===== config.mk =====
export PLATFORM = sky130hd
export DESIGN_NAME = link_asym
export DESIGN_NICKNAME = d
export VERILOG_FILES = /design/src/rtl/asym_pkg.sv /design/src/rtl/asym_mul.sv /design/src/rtl/asym_div.sv /design/src/rtl/link_asym.sv
export SDC_FILE = /design/constraint.sdc
export NUM_CORES = 2
export LEC_CHECK = 0
export CAP_MARGIN = 20
export CORE_MARGIN = 2
export CORE_UTILIZATION = 50
export CTS_BUF_LIST = sky130_fd_sc_hd__clkbuf_8
export CTS_CLUSTER_DIAMETER = 60
export DETAILED_ROUTE_END_ITERATION = 8
export PLACE_DENSITY = 0.71
export SLEW_MARGIN = 25
export SYNTH_ARGS = -nofsm -noshare
export SYNTH_HDL_FRONTEND = slang
export SYNTH_SLANG_ARGS = --single-unit

===== constraint.sdc =====
create_clock -name clk_i -period 8.9 [get_ports clk_i]
set_input_delay 1.78 -clock clk_i [delete_from_list [all_inputs] [get_ports clk_i]]
set_output_delay 1.78 -clock clk_i [all_outputs]
set_load 0.05 [all_outputs]

===== src/rtl/asym_pkg.sv =====
package asym_pkg;
  typedef enum logic [1:0] {
    ST_IDLE,
    ST_ARM,
    ST_MUL,
    ST_DIV
  } asym_state_e;
endpackage


===== src/rtl/asym_mul.sv =====
// Sign-magnitude shift-add multiplier, one multiplier bit per clock.
module asym_mul #(
  parameter int AW = 64,
  parameter int BW = 32
) (
  input  logic            clk_i,
  input  logic            rst_ni,
  input  logic            go_i,
  input  logic [AW-1:0]   a_i,
  input  logic [BW-1:0]   b_i,
  output logic            done_o,
  output logic [AW+BW:0]  p_o
);
  localparam int PW = AW + BW;
  localparam int CW = $clog2(BW + 1);

  logic [AW-1:0] a_mag;
  logic [BW-1:0] b_mag;
  logic [PW-1:0] mcand_q, acc_q;
  logic [BW-1:0] mplier_q;
  logic [CW-1:0] cnt_q;
  logic          neg_q, done_q;

  always_comb begin
    a_mag = a_i[AW-1] ? (~a_i + 1'b1) : a_i;
    b_mag = b_i[BW-1] ? (~b_i + 1'b1) : b_i;
  end

  always_ff @(posedge clk_i or negedge rst_ni) begin
    if (!rst_ni) begin
      mcand_q  <= '0;
      acc_q    <= '0;
      mplier_q <= '0;
      cnt_q    <= '0;
      neg_q    <= 1'b0;
      done_q   <= 1'b0;
    end else if (go_i) begin
      mcand_q  <= {{BW{1'b0}}, a_mag};
      mplier_q <= b_mag;
      acc_q    <= '0;
      neg_q    <= a_i[AW-1] ^ b_i[BW-1];
      cnt_q    <= CW'(BW);
      done_q   <= 1'b0;
    end else if (cnt_q != '0) begin
      if (mplier_q[0]) acc_q <= acc_q + mcand_q;
      mcand_q  <= mcand_q << 1;
      mplier_q <= mplier_q >> 1;
      cnt_q    <= cnt_q - 1'b1;
      done_q   <= (cnt_q == CW'(1));
    end else begin
      done_q   <= 1'b0;
    end
  end

  assign done_o = done_q;
  assign p_o    = neg_q ? (~{1'b0, acc_q} + 1'b1) : {1'b0, acc_q};
endmodule


===== src/rtl/asym_div.sv =====
// Restoring divider on magnitudes, one quotient bit per clock; truncates toward zero.
module asym_div #(
  parameter int NW = 97,
  parameter int VW = 33
) (
  input  logic          clk_i,
  input  logic          rst_ni,
  input  logic          go_i,
  input  logic [NW-1:0] num_i,
  input  logic [VW-1:0] den_i,
  output logic          done_o,
  output logic [NW-1:0] q_o
);
  localparam int CW = $clog2(NW + 1);

  logic [NW-1:0] n_mag, quo_q;
  logic [VW-1:0] d_mag, dv_q;
  logic [VW:0]   rem_q, trial;
  logic [CW-1:0] cnt_q;
  logic          neg_q, done_q;

  always_comb begin
    n_mag = num_i[NW-1] ? (~num_i + 1'b1) : num_i;
    d_mag = den_i[VW-1] ? (~den_i + 1'b1) : den_i;
    trial = {rem_q[VW-1:0], quo_q[NW-1]};
  end

  always_ff @(posedge clk_i or negedge rst_ni) begin
    if (!rst_ni) begin
      quo_q  <= '0;
      dv_q   <= '0;
      rem_q  <= '0;
      cnt_q  <= '0;
      neg_q  <= 1'b0;
      done_q <= 1'b0;
    end else if (go_i) begin
      quo_q  <= n_mag;
      dv_q   <= d_mag;
      rem_q  <= '0;
      neg_q  <= num_i[NW-1] ^ den_i[VW-1];
      cnt_q  <= CW'(NW);
      done_q <= 1'b0;
    end else if (cnt_q != '0) begin
      if (trial >= {1'b0, dv_q}) begin
        rem_q <= trial - {1'b0, dv_q};
        quo_q <= {quo_q[NW-2:0], 1'b1};
      end else begin
        rem_q <= trial;
        quo_q <= {quo_q[NW-2:0], 1'b0};
      end
      cnt_q  <= cnt_q - 1'b1;
      done_q <= (cnt_q == CW'(1));
    end else begin
      done_q <= 1'b0;
    end
  end

  assign done_o = done_q;
  assign q_o    = neg_q ? (~quo_q + 1'b1) : quo_q;
endmodule


===== src/rtl/link_asym.sv =====
module link_asym
  import asym_pkg::*;
#(
  parameter int DW = 64,
  parameter int AW = 32,
  parameter int AF = 24
) (
  input  logic          clk_i,
  input  logic          rst_ni,
  input  logic          start_i,
  input  logic          cal_i,
  input  logic [DW-1:0] tx_m_i,
  input  logic [DW-1:0] rx_s_i,
  input  logic [DW-1:0] fix_sum_i,
  input  logic [DW-1:0] link_i,
  input  logic [AW-1:0] alpha_i,
  output logic          done_o,
  output logic          err_o,
  output logic [DW-1:0] result_o
);
  localparam int NW = DW + AW + 1;   // signed numerator
  localparam int VW = AW + 1;        // signed divisor
  localparam logic [VW-1:0] TWO = VW'(1) << (AF + 1);

  asym_state_e   state_q;
  logic [DW-1:0] tx_q, rx_q, dl_q, mu_q, res_q;
  logic [AW-1:0] al_q;
  logic [VW-1:0] den_d, den_q;
  logic          done_q, err_q, busy;
  logic          mul_go, mul_done, div_done;
  logic [NW-1:0] prod, num, quo, dl_ext;

  assign den_d  = {alpha_i[AW-1], alpha_i} + TWO;
  assign busy   = (state_q != ST_IDLE);
  assign mul_go = (state_q == ST_ARM);
  assign dl_ext = {{(NW-DW){dl_q[DW-1]}}, dl_q} << AF;
  assign num    = dl_ext - prod;

  asym_mul #(.AW(DW), .BW(AW)) i_mul (
    .clk_i (clk_i),
    .rst_ni(rst_ni),
    .go_i  (mul_go),
    .a_i   (mu_q),
    .b_i   (al_q),
    .done_o(mul_done),
    .p_o   (prod)
  );

  asym_div #(.NW(NW), .VW(VW)) i_div (
    .clk_i (clk_i),
    .rst_ni(rst_ni),
    .go_i  (mul_done),
    .num_i (num),
    .den_i (den_q),
    .done_o(div_done),
    .q_o   (quo)
  );

  always_ff @(posedge clk_i or negedge rst_ni) begin
    if (!rst_ni) begin
      state_q <= ST_IDLE;
      tx_q    <= '0;
      rx_q    <= '0;
      dl_q    <= '0;
      mu_q    <= '0;
      al_q    <= '0;
      den_q   <= '0;
      res_q   <= '0;
      err_q   <= 1'b0;
      done_q  <= 1'b0;
    end else begin
      done_q <= 1'b0;
      unique case (state_q)
        ST_IDLE: if (start_i) begin
          tx_q  <= tx_m_i;
          rx_q  <= rx_s_i;
          dl_q  <= fix_sum_i;
          mu_q  <= link_i;
          al_q  <= alpha_i;
          den_q <= den_d;
          if (!cal_i || den_d == '0) begin
            res_q  <= '0;
            err_q  <= 1'b1;
            done_q <= 1'b1;
          end else begin
            state_q <= ST_ARM;
          end
        end
        ST_ARM: state_q <= ST_MUL;
        ST_MUL: if (mul_done) state_q <= ST_DIV;
        ST_DIV: if (div_done) begin
          res_q   <= tx_q + rx_q - quo[DW-1:0];
          err_q   <= 1'b0;
          done_q  <= 1'b1;
          state_q <= ST_IDLE;
        end
        default: state_q <= ST_IDLE;
      endcase
    end
  end

  assign done_o   = done_q;
  assign err_o    = err_q;
  assign result_o = res_q;
endmodule


Yosys cells after proc, flatten, opt, wreduce, memory -nomap -nowiden --
Index checks and enable logic that the tools add are counted.
Cells by class: $add $sub $neg 14, $lt $le $gt $ge 1, equality and inequality tests 10, multiplexer cells 44, bitwise operators 8, reduce and logical (&&, ||, !) cells 14
Operators by type and width (count):
- 96-bit two-way mux | 5
- 97-bit two-way mux | 4
- 64-bit two-way mux | 5
- 97-bit by 1-bit adder with 97-bit output, second input constant | 2
- 33-bit two-way mux | 4
- 64-bit by 1-bit adder with 64-bit output, second input constant | 2
- 64-bit inverter | 2
- 64-bit one-hot mux with 2 select lines | 1
- 96-bit inverter with 97-bit output | 1
- 97-bit inverter | 1
- 97-bit subtractor | 1
- 96-bit adder | 1
- 32-bit two-way mux | 3
- 64-bit adder | 1
- 64-bit subtractor | 1
- 34-bit by 33-bit greater-or-equal comparator with 1-bit output | 1
- 32-bit by 27-bit adder with 33-bit output, second input constant | 1
- 33-bit by 1-bit adder with 33-bit output, second input constant | 1
- 33-bit logical NOT | 1
- 33-bit inverter | 1
- 33-bit subtractor | 1
- 32-bit by 1-bit adder with 32-bit output, second input constant | 1
- 32-bit inverter | 1
- 7-bit two-way mux | 2
- other kinds (22) | 47
Storage, ports and cells: register bits after elaboration 793, bits of input ports 292, output and inout bits 66, word-level logic and storage cells 113

Depth between registers and ports, before layout --
depth in word-level cells 8, gate-level depth with buffers 37, depth with buffers taken out 35

Cells and area by module --
A second synthesis with hierarchy kept.
Second synthesis, totals: cell total of the unflattened synthesis 7439, area, all modules 59105.4 µm²
By module, submodules not included:
- link_asym | instances 1, cells an instance 3153, area an instance 25132.9 µm², sequential area each 9108.7 µm²
- asym_mul | instances 1, cells an instance 2457, area an instance 19301.0 µm², sequential area each 5805.6 µm²
- asym_div | instances 1, cells an instance 1829, area an instance 14671.6 µm², sequential area each 4304.1 µm²

Least setup slack after synthesis --
OpenSTA, ideal clock, no wires.
path kind reg2reg, start point register i_mul.acc_q[9], end point register i_div.quo_q[95], library setup time 130 ps, arrival time 8275 ps, data required time 8770 ps, slack 495 ps, cell stages (with the launch flop) 34, buffers on the path 2, period minus slack after synthesis 8405 ps, path through dfrtp_1 clkbuf_1 nor4_2 nand3_1 nor2_1 nand2_1 or3_1 nor2_1 nand2_1 or3_1 or3_1 or3_1 nor3_1 nand3_1 or4_1 nand2_1 xor2_1 ha_1 clkbuf_1 and3_1 a221o_1 a21o_1 nor3_1 o211a_1 a211oi_1 or4b_1 or3b_2 or3_1 nor4_4 nand4_1 o41ai_2 xnor2_1 xnor2_1 o21ai_1
Between the ends: cells in the longest elaborated chain, start to end 8
RTL lines:
- start: declaration | RTL line asym_mul.sv:19 | logic [PW-1:0] mcand_q, acc_q;
- start signal: assignment | RTL line asym_mul.sv:45 | if (mplier_q[0]) acc_q <= acc_q + mcand_q;
- 96-bit inverter with 97-bit output | RTL line asym_mul.sv:56 | assign p_o = neg_q ? (~{1'b0, acc_q} + 1'b1) : {1'b0, acc_q};
- 97-bit by 1-bit adder with 97-bit output | RTL line asym_mul.sv:56
- 97-bit two-way mux (*) | RTL line asym_mul.sv:56
- 97-bit subtractor (*) | RTL line link_asym.sv:37 | assign num = dl_ext - prod;
- 97-bit inverter | RTL line asym_div.sv:23 | n_mag = num_i[NW-1] ? (~num_i + 1'b1) : num_i;
- 97-bit by 1-bit adder with 97-bit output | RTL line asym_div.sv:23
- 97-bit two-way mux (*) | RTL line asym_div.sv:23
- 97-bit two-way mux (*) | RTL line asym_div.sv:36 | end else if (go_i) begin
- end signal: assignment | RTL line asym_div.sv:37 | quo_q <= n_mag;
- end signal: assignment | RTL line asym_div.sv:46 | quo_q <= {quo_q[NW-2:0], 1'b1};
- end signal: assignment | RTL line asym_div.sv:49 | quo_q <= {quo_q[NW-2:0], 1'b0};
- end: declaration | RTL line asym_div.sv:16 | logic [NW-1:0] n_mag, quo_q;
Every way passes the cells marked *; elsewhere a longest branch is shown, timed or not. A chain may end at the register's enable or synchronous reset.

Worst setup path in the final report --
start point register i_mul.acc_q[23], end point register i_div.quo_q[95]
Same word-level chain as after synthesis.

==> summary.md <==
| Metric | Value |
|---|---|
| Routed vias | `47.6k` |
| Setup TNS | `0 ns` |
| CTS hold repair buffers | `0` |
| Initial antenna violation count | `7` |
| Post-synth EDFFs | `0` |
| Fin cells | `8135` |
| Critical hold path startpoint | `result_o[44]` |
| Worst vdd ir | `0.000125 V` |
| Critical path launch point type | `flop` |
| Period Utilization, post-route | `0.952` |
| Crit-path slowest cell | `or4_4` |
| Synth Area in Compound Gates | `0.186` |
| Critical Path Fanout Max | `7` |
| CP delay by family, top | `simple AND/OR/NAND/NOR gates` |
| Die Wd | `339 microns` |
| Buf/Inv on CP | `1` |
| GP Congestion | `0.954` |
| CTS tree | `yes` |
| Worst setup margin | `0.424 ns` |
| Hold depth | `2` |
| DR DRC count | `0` |
| Worst reg2reg path depth | `29` |
| Worst path depth | `29` |
| Hold WC Path Type | `reg2reg` |
| Final instance area | `64300 sq um` |
| Die area | `115000 sq um` |
| Clock-pin slew of the registers on the worst-case setup and hold paths | `0.07 ns` |
| Post-synthesis sequential area ratio | `0.343` |
| Layout area overhead | `14.9%` |
| Type of element capturing the critical path | `flop` |
| Grt ovf | `0` |
| Worst path required time | `9.65 ns` |
| Most frequent cell after synthesis | `nand2_1` |
| Largest net degree at the start of global routing | `187` |
| Max-Cap Viols | `0` |
| LEAKAGE | `31.4 nW` |
| Xor and xnor fraction of the mapped netlist area | `0.0984` |
| CP peak stage delay | `0.56 ns` |
| PwrDens | `115 nW/um^2` |
| Worst R2R End | `i_div.quo_q[95]` |
| Fillers | `9798` |
| Adder-cell share of the synthesized area | `0.0860` |
| Crit path kind | `reg2reg` |
| Pre-CTS setup slack | `0.289 ns` |
| Hold_ws | `0.469 ns` |
| Starting Density | `0.505` |
| YS warnings | `0` |
| Clock Path Buffers | `3` |
| Height of the die | `339 microns` |
| Most used DFF post-synth | `dfrtp_1` |
| GRT Resource Usage Total | `0.268` |
| TritonCTS Sinks | `768` |
| Post-synthesis average cell area | `8.94 sq um` |
| Post-synth cell types | `93` |
| Post-synth top cells | `nand2_1 (818), dfrtp_1 (768), o21ai_0 (574)` |
| Fmax | `118 MHz` |
| Status | `complete, no violations` |
| Least-Margin Pin Slew | `1.08 ns` |
| Synth area leaders | `dfrtp_1 (34%), ha_1 (6.3%), mux2_2 (5.9%)` |
| PortBufs | `357` |
| Detailed Route WL | `156000 microns` |
| Worst-Skew Late Latency | `0.88 ns` |
| Final Hold Viols | `0` |
| Fraction of layout cells with a size suffix above 1 | `0.109` |
| Cell at the root of the clock tree | `clkbuf_8` |
| Total CTS buffers | `142` |
| Rel. slew slack | `0.279` |
| Drt initial violations | `3725` |
| Vias per cell | `5.85` |
| Largest family of logic cells by synthesized area | `compound AO/OA/AOI/OAI gates` |
| Drt wl/cell | `19.1 microns` |
| Mapped Cells | `6265` |
| Mux cell area share after synthesis | `0.0927` |
| Post-DRT Antenna Nets | `0` |
| Number of synthesized register bits | `768` |
| Multi-input gate area | `35200 sq um` |
| R2R Path Start | `i_mul.acc_q[23]` |
| Crit path arrival time | `9.23 ns` |
| Ys async rst share | `1.00` |
| Slew Viols, Final | `0` |
| Worst Hold Endpoint | `result_o[44]` |
| Vias in the first global route | `45.3k` |
| First-pass GRT wire length | `250000 microns` |
| DP Area | `61100 sq um` |
| Floorplan core area | `111000 sq um` |
| Yosys top cell area share | `0.343` |
| Simple-gate area share of the yosys netlist | `0.161` |
| Skew final | `0.0622 ns` |
| FP Rows | `122` |
| Mapped Nets | `6903` |
| Synthesized cell area | `56000 sq um` |
| Cell taking the most area after synthesis | `dfrtp_1` |
| Flop-to-flop setup slack | `0.42 ns` |
| DP Cell Count | `7874` |
| Dpl hpwl | `120000 microns` |
| Number of nets in the layout | `7170` |
| FF/Latch Area | `19200 sq um` |
| # setup viols final | `0` |
| Drt pass-1 iters | `7` |
| H-tree depth | `4` |
| Tmin final | `8.48 ns` |
| # IOs | `358` |
| Cell mode on critical path | `or3_1` |
placed cells by master (no fill, tap or decap), types with 46 or more instances in the layout:
master,count
a21o_1,199
clkbuf_8,176
nor2_1,291
o21bai_1,50
fa_1,65
o21ai_0,574
xnor2_1,322
mux2_2,294
or2_2,46
nand2_1,816
a211oi_1,58
ha_1,279
o31ai_1,91
dfrtp_1,764
nand3_1,96
clkdlybuf4s50_1,356
or3_1,81
or4_1,54
nand4_1,70
inv_1,185
xor2_1,305
nor3_1,133
a21oi_1,402
mux2i_1,188
buf_4,80
and3_1,50
where the power goes:
part	internal, mW	leakage, nW	switching, mW	total, mW
registers	3.49	10.7	0	3.49
clock network	2.05	1.72	1.60	3.65
logic	0.121	18.9	0.109	0.230
total	5.66	31.4	1.71	7.37
registers in the layout, indices dropped and copies added (netlist names), 8 cells and up:
register        cells
dl_q               64
result_o           64
i_mul.acc_q        96
i_mul.mcand_q      96
den_q               8
i_div.rem_q        33
rx_q               64
mu_q               64
tx_q               64
al_q               32
i_mul.mplier_q     32
i_div.quo_q        97
i_div.dv_q         33
metrics by stage:
| stage | utilization | power [mW] |
|---|---|---|
| finish | 0.580 | 7.37 |
| global route | 0.580 | 7.65 |
| CTS | 0.579 | 7.46 |
| detailed placement | 0.551 | 3.79 |
| global placement | 0.551 | 3.79 |
| floorplan | - | 3.56 |
kinds of logic (layout without fill, tap and decap cells):
kind of cell    count (synthesis)  count (layout)
xor+xnor                      629             629
other cells                     0               5
compound gates               1681            1681
simple gates                 1884            1884
mux                           482             482
fa+ha+maj                     346             346
buf+inv                       475             852
flops                         768             768
worst max-delay path by stage:
stage | from | endpoint | slack (ns)
finish | i_mul.acc_q[23] | i_div.quo_q[95] | 0.42
global route | i_mul.acc_q[23] | i_div.quo_q[95] | -0.008
CTS | i_mul.acc_q[23] | i_div.quo_q[95] | 0.28
detailed placement | i_mul.acc_q[23] | i_div.quo_q[95] | 0.29
global placement | i_mul.acc_q[23] | i_div.quo_q[95] | 0.40
floorplan | i_mul.acc_q[9] | i_div.quo_q[95] | 0.50
metal layers:
metal / part of all wire / vias up / GRT usage
met5: 0.000096 / - / 0
met4: 0.031 / 4 / 0.0934
met3: 0.059 / 261 / 0.0392
met2: 0.43 / 1437 / 0.402
met1: 0.48 / 22770 / 0.394
li1: - / 23087 / -
repair_timing:
item / in CTS / in global routing
endpoints found under the setup margin: 0 / 20
resized for setup: 0 / 16
buffers inserted: 0 / 0
worst register-to-register path, delay by kind of cell, from the launching register on:
kind / cells / cell delay [ns]
compound gates: 7 / 1.28
simple gates: 17 / 5.75
fa+ha+maj: 1 / 0.33
xor+xnor: 3 / 0.48
flops: 1 / 0.37
buf+inv: 1 / 0.16
final cells by class:
cell class	instances	area share
multi-input combinational	5022	0.547
sequential	768	0.299
timing repair buffer	447	0.0680
clock buffer	176	0.0377
tap	1488	0.0289
clock inverter	78	0.0105
inverter	151	0.00883
antenna	5	0.000195
(Power assumes the default switching activity.)
